### config.mk
export PLATFORM = sky130hd
export DESIGN_NAME = scan_irq_timer
export DESIGN_NICKNAME = d
export VERILOG_FILES = /design/src/rtl/scan_irq_pkg.sv /design/src/rtl/scan_irq_ctrl.sv /design/src/rtl/scan_irq_prescaler.sv /design/src/rtl/scan_irq_counter.sv /design/src/rtl/scan_irq_timer.sv
export SDC_FILE = /design/constraint.sdc
export NUM_CORES = 1
export LEC_CHECK = 0
export ABC_AREA = 1
export BUFFER_PORTS_ARGS = -buffer_cell sky130_fd_sc_hd__clkbuf_2
export CAP_MARGIN = 10
export CORE_UTILIZATION = 58
export DETAILED_ROUTE_END_ITERATION = 10
export PLACE_DENSITY = 0.77
export SLEW_MARGIN = 20
export SYNTH_ARGS = -nofsm -noshare
export SYNTH_HDL_FRONTEND = slang
export SYNTH_HIERARCHICAL = 1
export SYNTH_SLANG_ARGS = --single-unit
### constraint.sdc
create_clock -name clk -period 2.7 [get_ports clk]
set_input_delay 0.135 -clock clk [delete_from_list [all_inputs] [get_ports clk]]
set_output_delay 0.135 -clock clk [all_outputs]
set_load 0.01 [all_outputs]
### src/rtl/scan_irq_pkg.sv
package scan_irq_pkg;

  typedef struct packed {
    logic mode;
    logic en;
    logic arm;
  } irq_ctrl_t;

  // Next accumulator value of the fractional prescaler for one step.
  function automatic logic [15:0] pre_next(input logic [15:0] acc,
                                           input logic [15:0] step,
                                           input logic [15:0] period);
    if (acc <= step) pre_next = acc + period - step;
    else             pre_next = acc - step;
  endfunction

  // True when one step of the accumulator emits a counter clock.
  function automatic logic pre_fires(input logic [15:0] acc,
                                     input logic [15:0] step);
    pre_fires = (acc <= step);
  endfunction

endpackage

### src/rtl/scan_irq_ctrl.sv
module scan_irq_ctrl #(
  parameter int DW    = 8,
  parameter int NIB_W = 4
) (
  input  logic          clk,
  input  logic          rst_n,
  input  logic          wr_rld,
  input  logic          wr_rld_lo,
  input  logic          wr_rld_hi,
  input  logic          wr_ctrl,
  input  logic          wr_ack,
  input  logic [DW-1:0] wdata,
  output logic [DW-1:0] rld_q,
  output scan_irq_pkg::irq_ctrl_t ctl_q,
  output logic          restart_evt
);
  import scan_irq_pkg::*;

  localparam int NNIB = DW / NIB_W;

  logic [NNIB-1:0] nib_wr;
  assign nib_wr = {wr_rld_hi, wr_rld_lo};

  genvar g;
  generate
    for (g = 0; g < NNIB; g++) begin : g_nib
      always_ff @(posedge clk) begin
        if (!rst_n)
          rld_q[g*NIB_W +: NIB_W] <= '0;
        else if (wr_rld)
          rld_q[g*NIB_W +: NIB_W] <= wdata[g*NIB_W +: NIB_W];
        else if (nib_wr[g])
          rld_q[g*NIB_W +: NIB_W] <= wdata[NIB_W-1:0];
      end
    end
  endgenerate

  assign restart_evt = wr_ctrl && wdata[1];

  always_ff @(posedge clk) begin
    if (!rst_n) begin
      ctl_q <= '0;
    end else if (wr_ctrl) begin
      ctl_q.arm  <= wdata[0];
      ctl_q.en   <= wdata[1];
      ctl_q.mode <= wdata[2];
    end else if (wr_ack) begin
      ctl_q.en <= ctl_q.arm;
    end
  end
endmodule

### src/rtl/scan_irq_prescaler.sv
module scan_irq_prescaler #(
  parameter int PERIOD = 341,
  parameter int STEP   = 3
) (
  input  logic clk,
  input  logic rst_n,
  input  logic restart,
  input  logic adv,
  input  logic bypass,
  output logic [$clog2(PERIOD+1)-1:0] acc_q,
  output logic tick
);
  import scan_irq_pkg::*;

  localparam int PW = $clog2(PERIOD + 1);
  localparam logic [15:0] P16 = 16'(PERIOD);
  localparam logic [15:0] S16 = 16'(STEP);

  logic [15:0] acc_w, nxt_w;
  logic        fire_w;

  assign acc_w  = 16'(acc_q);
  assign nxt_w  = pre_next(acc_w, S16, P16);
  assign fire_w = pre_fires(acc_w, S16);
  assign tick   = adv && (bypass || fire_w);

  always_ff @(posedge clk) begin
    if (!rst_n || restart) acc_q <= PW'(PERIOD);
    else if (adv && !bypass) acc_q <= nxt_w[PW-1:0];
  end
endmodule

### src/rtl/scan_irq_counter.sv
module scan_irq_counter #(
  parameter int CW = 8
) (
  input  logic          clk,
  input  logic          rst_n,
  input  logic          reload,
  input  logic          tick,
  input  logic [CW-1:0] rld_val,
  output logic [CW-1:0] cnt_q,
  output logic          ovf_evt
);
  localparam logic [CW-1:0] TOP = '1;

  assign ovf_evt = tick && !reload && (cnt_q == TOP);

  always_ff @(posedge clk) begin
    if (!rst_n)                cnt_q <= '0;
    else if (reload || ovf_evt) cnt_q <= rld_val;
    else if (tick)             cnt_q <= cnt_q + 1'b1;
  end
endmodule

### src/rtl/scan_irq_timer.sv
module scan_irq_timer #(
  parameter int DW     = 8,
  parameter int PERIOD = 341,
  parameter int STEP   = 3
) (
  input  logic          clk,
  input  logic          rst_n,
  input  logic          cyc_en,
  input  logic          wr_rld,
  input  logic          wr_rld_lo,
  input  logic          wr_rld_hi,
  input  logic          wr_ctrl,
  input  logic          wr_ack,
  input  logic [DW-1:0] wdata,
  output logic          irq
);
  import scan_irq_pkg::*;

  localparam int PW = $clog2(PERIOD + 1);

  logic [DW-1:0] rld_q;
  irq_ctrl_t     ctl_q;
  logic          restart_evt;
  logic          adv;
  logic          pre_tick;
  logic [PW-1:0] pre_q;
  logic [DW-1:0] cnt_q;
  logic          ovf_evt;
  logic          pend_q;

  scan_irq_ctrl #(.DW(DW), .NIB_W(DW/2)) u_ctrl (
    .clk(clk), .rst_n(rst_n), .wr_rld(wr_rld), .wr_rld_lo(wr_rld_lo),
    .wr_rld_hi(wr_rld_hi), .wr_ctrl(wr_ctrl), .wr_ack(wr_ack),
    .wdata(wdata), .rld_q(rld_q), .ctl_q(ctl_q), .restart_evt(restart_evt)
  );

  assign adv = cyc_en && ctl_q.en && !restart_evt;

  scan_irq_prescaler #(.PERIOD(PERIOD), .STEP(STEP)) u_pre (
    .clk(clk), .rst_n(rst_n), .restart(restart_evt), .adv(adv),
    .bypass(ctl_q.mode), .acc_q(pre_q), .tick(pre_tick)
  );

  scan_irq_counter #(.CW(DW)) u_cnt (
    .clk(clk), .rst_n(rst_n), .reload(restart_evt), .tick(pre_tick),
    .rld_val(rld_q), .cnt_q(cnt_q), .ovf_evt(ovf_evt)
  );

  always_ff @(posedge clk) begin
    if (!rst_n)                  pend_q <= 1'b0;
    else if (ovf_evt)            pend_q <= 1'b1;
    else if (wr_ctrl || wr_ack)  pend_q <= 1'b0;
  end

  assign irq = pend_q;
endmodule

== Yosys cells after proc, flatten, opt, wreduce, memory -nomap -nowiden ==
Cells that the tools add are included.

* Bits of input ports: 16
* Flip-flop bits (word level): 29

* Equal/unequal tests: 1
* Add/subtract/negate cells: 4
* $lt $le $gt $ge: 1
* Multiplexer cells: 11
* Reduce and logical (&&, ||, !) cells: 19

{| class="wikitable"
|+ Operator list
! operator !! count
|-
| 9-bit by 2-bit subtractor with 9-bit output, second input constant || 2
|-
| 4-bit 2-to-1 mux || 4
|-
| 8-bit 2-to-1 mux || 2
|-
| 2-bit nonzero test || 5
|-
| 9-bit adder, second input constant || 1
|-
| 9-bit by 2-bit less-or-equal comparator with 1-bit output, second input constant || 1
|-
| 9-bit 2-to-1 mux || 1
|-
| 8-bit by 1-bit adder with 8-bit output, second input constant || 1
|-
| 8-bit == test, second input constant || 1
|-
| 1-bit logical AND || 7
|-
| 1-bit logical OR || 4
|-
| 1-bit 2-to-1 mux || 4
|-
| 1-bit zero test || 3
|}

== Longest topological paths before layout ==
* Depth after elaboration: 8
* Mapped depth: 17
* Mapped depth without buffers: 17

== Cells and area by module ==
The synthesis kept the hierarchy.

{| class="wikitable"
|+ Modules (own cells, without submodules)
! module !! area each (um^2) !! instances !! cells each !! seq. area each (um^2)
|-
| scan_irq_prescaler || 659.4 || 1 || 101 || 180.2
|-
| scan_irq_counter || 568.0 || 1 || 91 || 160.2
|-
| scan_irq_ctrl || 454.2 || 1 || 67 || 220.2
|-
| scan_irq_timer || 61.3 || 1 || 9 || 20.0
|}

== Worst setup path before layout ==
OpenSTA, ideal clock, no wires.

* Path type: reg2reg
* Start point: reg u_pre.acc_q[2]
* End point: reg u_cnt.cnt_q[7]
* Library setup time: 120 ps
* Stages on the path, launching flop included: 17
* Arrival: 1851 ps
* Setup slack: 729 ps
* Path buffers: 0
* Clock period less this slack: 1971 ps
* Cells stage by stage: dfxtp_1 -> inv_2 -> ha_1 -> nand2_1 -> nand2_1 -> nor2_1 -> nand2_2 -> nand2_4 -> o21ai_0 -> inv_1 -> nand2_1 -> nor2_2 -> nand2_2 -> nand2_4 -> nand2_1 -> nand3_1 -> a21oi_1

* Cells in the longest elaborated chain, start to end: 7
* Elaborated cells between the ends (all ways): 8
* Those cells by class: 1 x order compare; 1 x mux; 6 x reduce/logical

{| class="wikitable"
|+ Ends and longest elaborated chain
! element !! RTL line !! RTL
|-
| start, declared || scan_irq_prescaler.sv:10 || <nowiki>output logic [$clog2(PERIOD+1)-1:0] acc_q,</nowiki>
|-
| start signal, assigned || scan_irq_prescaler.sv:28 || <nowiki>if (!rst_n || restart) acc_q <= PW'(PERIOD);</nowiki>
|-
| start signal, assigned || scan_irq_prescaler.sv:29 || <nowiki>else if (adv && !bypass) acc_q <= nxt_w[PW-1:0];</nowiki>
|-
| 9-bit by 2-bit less-or-equal comparator with 1-bit output * || scan_irq_pkg.sv:20 || <nowiki>pre_fires = (acc <= step);</nowiki>
|-
| 1-bit logical OR * || scan_irq_prescaler.sv:25 || <nowiki>assign tick = adv && (bypass || fire_w);</nowiki>
|-
| 1-bit logical AND * || scan_irq_prescaler.sv:25 ||
|-
| via pre_tick || scan_irq_timer.sv:25 || <nowiki>logic pre_tick;</nowiki>
|-
| 1-bit logical AND (2 in series) || scan_irq_counter.sv:14 || <nowiki>assign ovf_evt = tick && !reload && (cnt_q == TOP);</nowiki>
|-
| 1-bit logical OR || scan_irq_counter.sv:18 || <nowiki>else if (reload || ovf_evt) cnt_q <= rld_val;</nowiki>
|-
| 8-bit 2-to-1 mux / 2-bit nonzero test (equally long branches) || -- ||
|-
| end signal, assigned || scan_irq_counter.sv:18 ||
|-
| end signal, assigned || scan_irq_counter.sv:19 || <nowiki>else if (tick) cnt_q <= cnt_q + 1'b1;</nowiki>
|-
| end, declared || scan_irq_counter.sv:9 || <nowiki>output logic [CW-1:0] cnt_q,</nowiki>
|}

Mark *: on every way through the listed nets, which the timed path passes. The rest lies on a longest branch.
A chain may end at the register's enable or synchronous reset.

== Worst setup path in the final report ==
* Start point: reg u_pre.acc_q[2]
* End point: reg u_cnt.cnt_q[0]

The elaborated chain is that of the path after synthesis.

==> impl_metrics.yaml <==
global_route:
  grt-ovfl-total: 0
  grt_max_degree: 17
  gr-usage-all-layers: 0.234
  use_met2: 0.342
  antenna_found_initial: 0
  grt_pass1_vias: 1416
  grt_pass1_wl_um: 5840
  met1_usage: 0.332
  met3_usage: 0.0484
  grt_busiest_layer: "met2"
setup_path:
  start_kind: "register"
  ff2ff_path_depth: 17
  crit_start: "u_pre/acc_q[2]"
  crit_arrival_ns: 2.45
  worstPathMaxFanout: 10
  setup.worst_path.end_class: "register"
  r2r_end: "u_cnt/cnt_q[0]"
  path_class: "reg -> reg"
  r2r_setup_slack_ns: 0.53
  r2r-start: "u_pre/acc_q[2]"
  cp.required_ns: 2.98
hold_path:
  whs_path_depth: 3
  min_to: "u_ctrl/ctl_q[2]"
  hold_path.class: "in -> reg"
  hp-start: "wdata[2]"
route:
  ant_nets: 0
  drtIter0Drc: 78
  wire_per_inst_um: 10.3
  vias_per_cell: 5.09
  first_pass_iters: 4
  routed_wirelength_um: 3310
  drcViolationCount: 0
  num_vias: 1634
floorplanning:
  dieArea_sq_um: 3230
  start_util: 0.621
  ioPinCount: 17
  rows: 19
  die_h_um: 56.8
  core_area_sq_um: 2810
  fp.dieW_um: 56.8
timing:
  slew_headroom: 0.782
  fin_ws_ns: 0.526
  setup_violations: 0
  skew_ns: 0.00744
  setup_tns_ns: 0
  post-route-period-util: 0.805
  rsz0062_at_grt: "false"
  hold_viol: 0
  drv_slew: 0
  min_period_ns: 2.17
  fmax_mhz: 460
  tightest_slew_ns: 0.326
synth:
  yosys.cell_types.count: 27
  syn_area_per_cell_sq_um: 6.50
  seq_area_frac_synth: 0.333
  ys_warn_count: 6
  syn_area_sq_um: 1740
  synthCells: 268
  ys_ff_latch: 29
  synth_nets: 288
pwr:
  p_leak_nw: 0.938
  ir_drop_mv: 0.296
  power_density_nw_per_um2: 435
  total_power_uw: 829
clock_network:
  numCtsBuffers: 5
  cts_sinks: 29
  cts_hold_buf: 0
  cts-root-buf: "clkbuf_4"
  cts_tree: "done"
  ctsResizeCount: 0
  clkSlewWorstSetupHoldPaths_ns: 0.09
  post_cts_buffers: 0
  clk_latency_ns: 0.32
  clock_path_buffers: 2
  cts_max_level: 2
finish:
  area_growth_pct: 9.33
  post-route-util: 0.679
  mostFrequentLayoutCells: "68 x nand2_1, 37 x inv_1, 32 x nor2_1"
  antenna_cells: 0
  final_common_cell: "nand2_1"
  num-nets-final: 310
  drive_above_1_share: 0.172
placed_design:
  place_ws_ns: 0.541
  port_buffers: 16
  dp_hpwl_um: 2520
  place.gp.congestion: 0.834
status:
  status: "complete, no violations"
run:
  max-cap-violations: 0
[per-layer routing]
layer | up-vias | wire length (um) | part of all wire
met5 | - | 0 | 0
met4 | 0 | 60 | 0.018
met3 | 8 | 182 | 0.055
met2 | 45 | 1280 | 0.39
met1 | 697 | 1790 | 0.54
li1 | 884 | - | -
[worst max-delay path, cell delays in order, from the launching register on]
cell      delay, ns
dfxtp_1        0.43
inv_2          0.08
ha_1           0.18
nand2_1        0.13
nand2_1        0.07
nor2_1         0.12
nand2_2        0.09
nand2_4        0.12
o21ai_0        0.09
inv_1          0.11
nand2_1        0.08
nor2_2         0.16
nand2_2        0.09
nand2_4        0.12
nand2_1        0.07
o211ai_1       0.08
nand2_1        0.07
inv_1          0.05
[logic make-up (layout without fill, tap and decap cells)]
kind of cell | Yosys count | count (layout) | synth area share
AO/OA/AOI/OAI | 33 | 33 | 0.108
buffers and inverters | 46 | 68 | 0.107
AND/OR/NAND/NOR | 149 | 149 | 0.388
XOR/XNOR | 7 | 7 | 0.0352
flip-flops | 29 | 29 | 0.333
adder cells (fa/ha/maj) | 4 | 4 | 0.0287
[synth_stat cells]
| cell type | instances | share of area |
|---|---|---|
| o21ai_0 | 14 | 0.040 |
| inv_2 | 5 | 0.011 |
| a21boi_0 | 1 | 0.0043 |
| nand2_2 | 9 | 0.032 |
| nor2_1 | 32 | 0.069 |
| clkbuf_8 | 1 | 0.0079 |
| o211ai_1 | 2 | 0.0086 |
| o21ai_2 | 1 | 0.0050 |
| buf_2 | 1 | 0.0029 |
| nand2_4 | 2 | 0.013 |
| nor2_2 | 1 | 0.0036 |
| nand3_2 | 2 | 0.011 |
| clkinv_1 | 1 | 0.0022 |
| ha_1 | 4 | 0.029 |
| nand3_1 | 30 | 0.086 |
| nand2_1 | 68 | 0.15 |
| xnor2_1 | 2 | 0.010 |
| a21oi_2 | 3 | 0.015 |
| nor2_4 | 2 | 0.013 |
| nand3b_1 | 1 | 0.0043 |
| a21oi_1 | 12 | 0.034 |
| inv_1 | 37 | 0.080 |
| xor2_1 | 5 | 0.025 |
| nor3_2 | 1 | 0.0057 |
| nand4_1 | 1 | 0.0036 |
| inv_4 | 1 | 0.0036 |
| dfxtp_1 | 29 | 0.33 |
[sequential cells by signal (all words and copies together), names as in the netlist]
signal        count
u_ctrl/rld_q      8
irq               1
u_ctrl/ctl_q      3
u_pre/acc_q       9
u_cnt/cnt_q       8
[worst max path at each step]
stage | depth (start not counted) | endpoint
6_report | 17 | u_cnt/cnt_q[0]
5_1_grt | 17 | u_cnt/cnt_q[3]
4_1_cts | 17 | u_cnt/cnt_q[0]
3_5_place_dp | 16 | u_cnt/cnt_q[2]
3_3_place_gp | 16 | u_cnt/cnt_q[7]
2_1_floorplan | 16 | u_cnt/cnt_q[7]
[where the power goes]
part           switching (mW)  internal (mW)
sequential             0.0168          0.448
combinational          0.0636         0.0398
clock                   0.138          0.123
[cell type report]
class / instances / area, sq um
Multi-Input combinational cell: 193 / 976
Sequential cell: 29 / 581
Clock buffer: 7 / 55.1
Fill cell: 256 / 900
Inverter: 44 / 168
Tap cell: 31 / 38.8
Timing Repair Buffer: 17 / 87.6
[through the flow]
step | hold WS (ns) | instances | cell area [sq um]
global route | 0.0789 | 321 | 1910
floorplan | 0.257 | 268 | 1740
global placement | 0.414 | 314 | 1850
CTS | 0.0711 | 321 | 1910
finish | 0.0831 | 321 | 1910
detailed placement | 0.410 | 314 | 1850
Power figures use the tool's default switching activity.
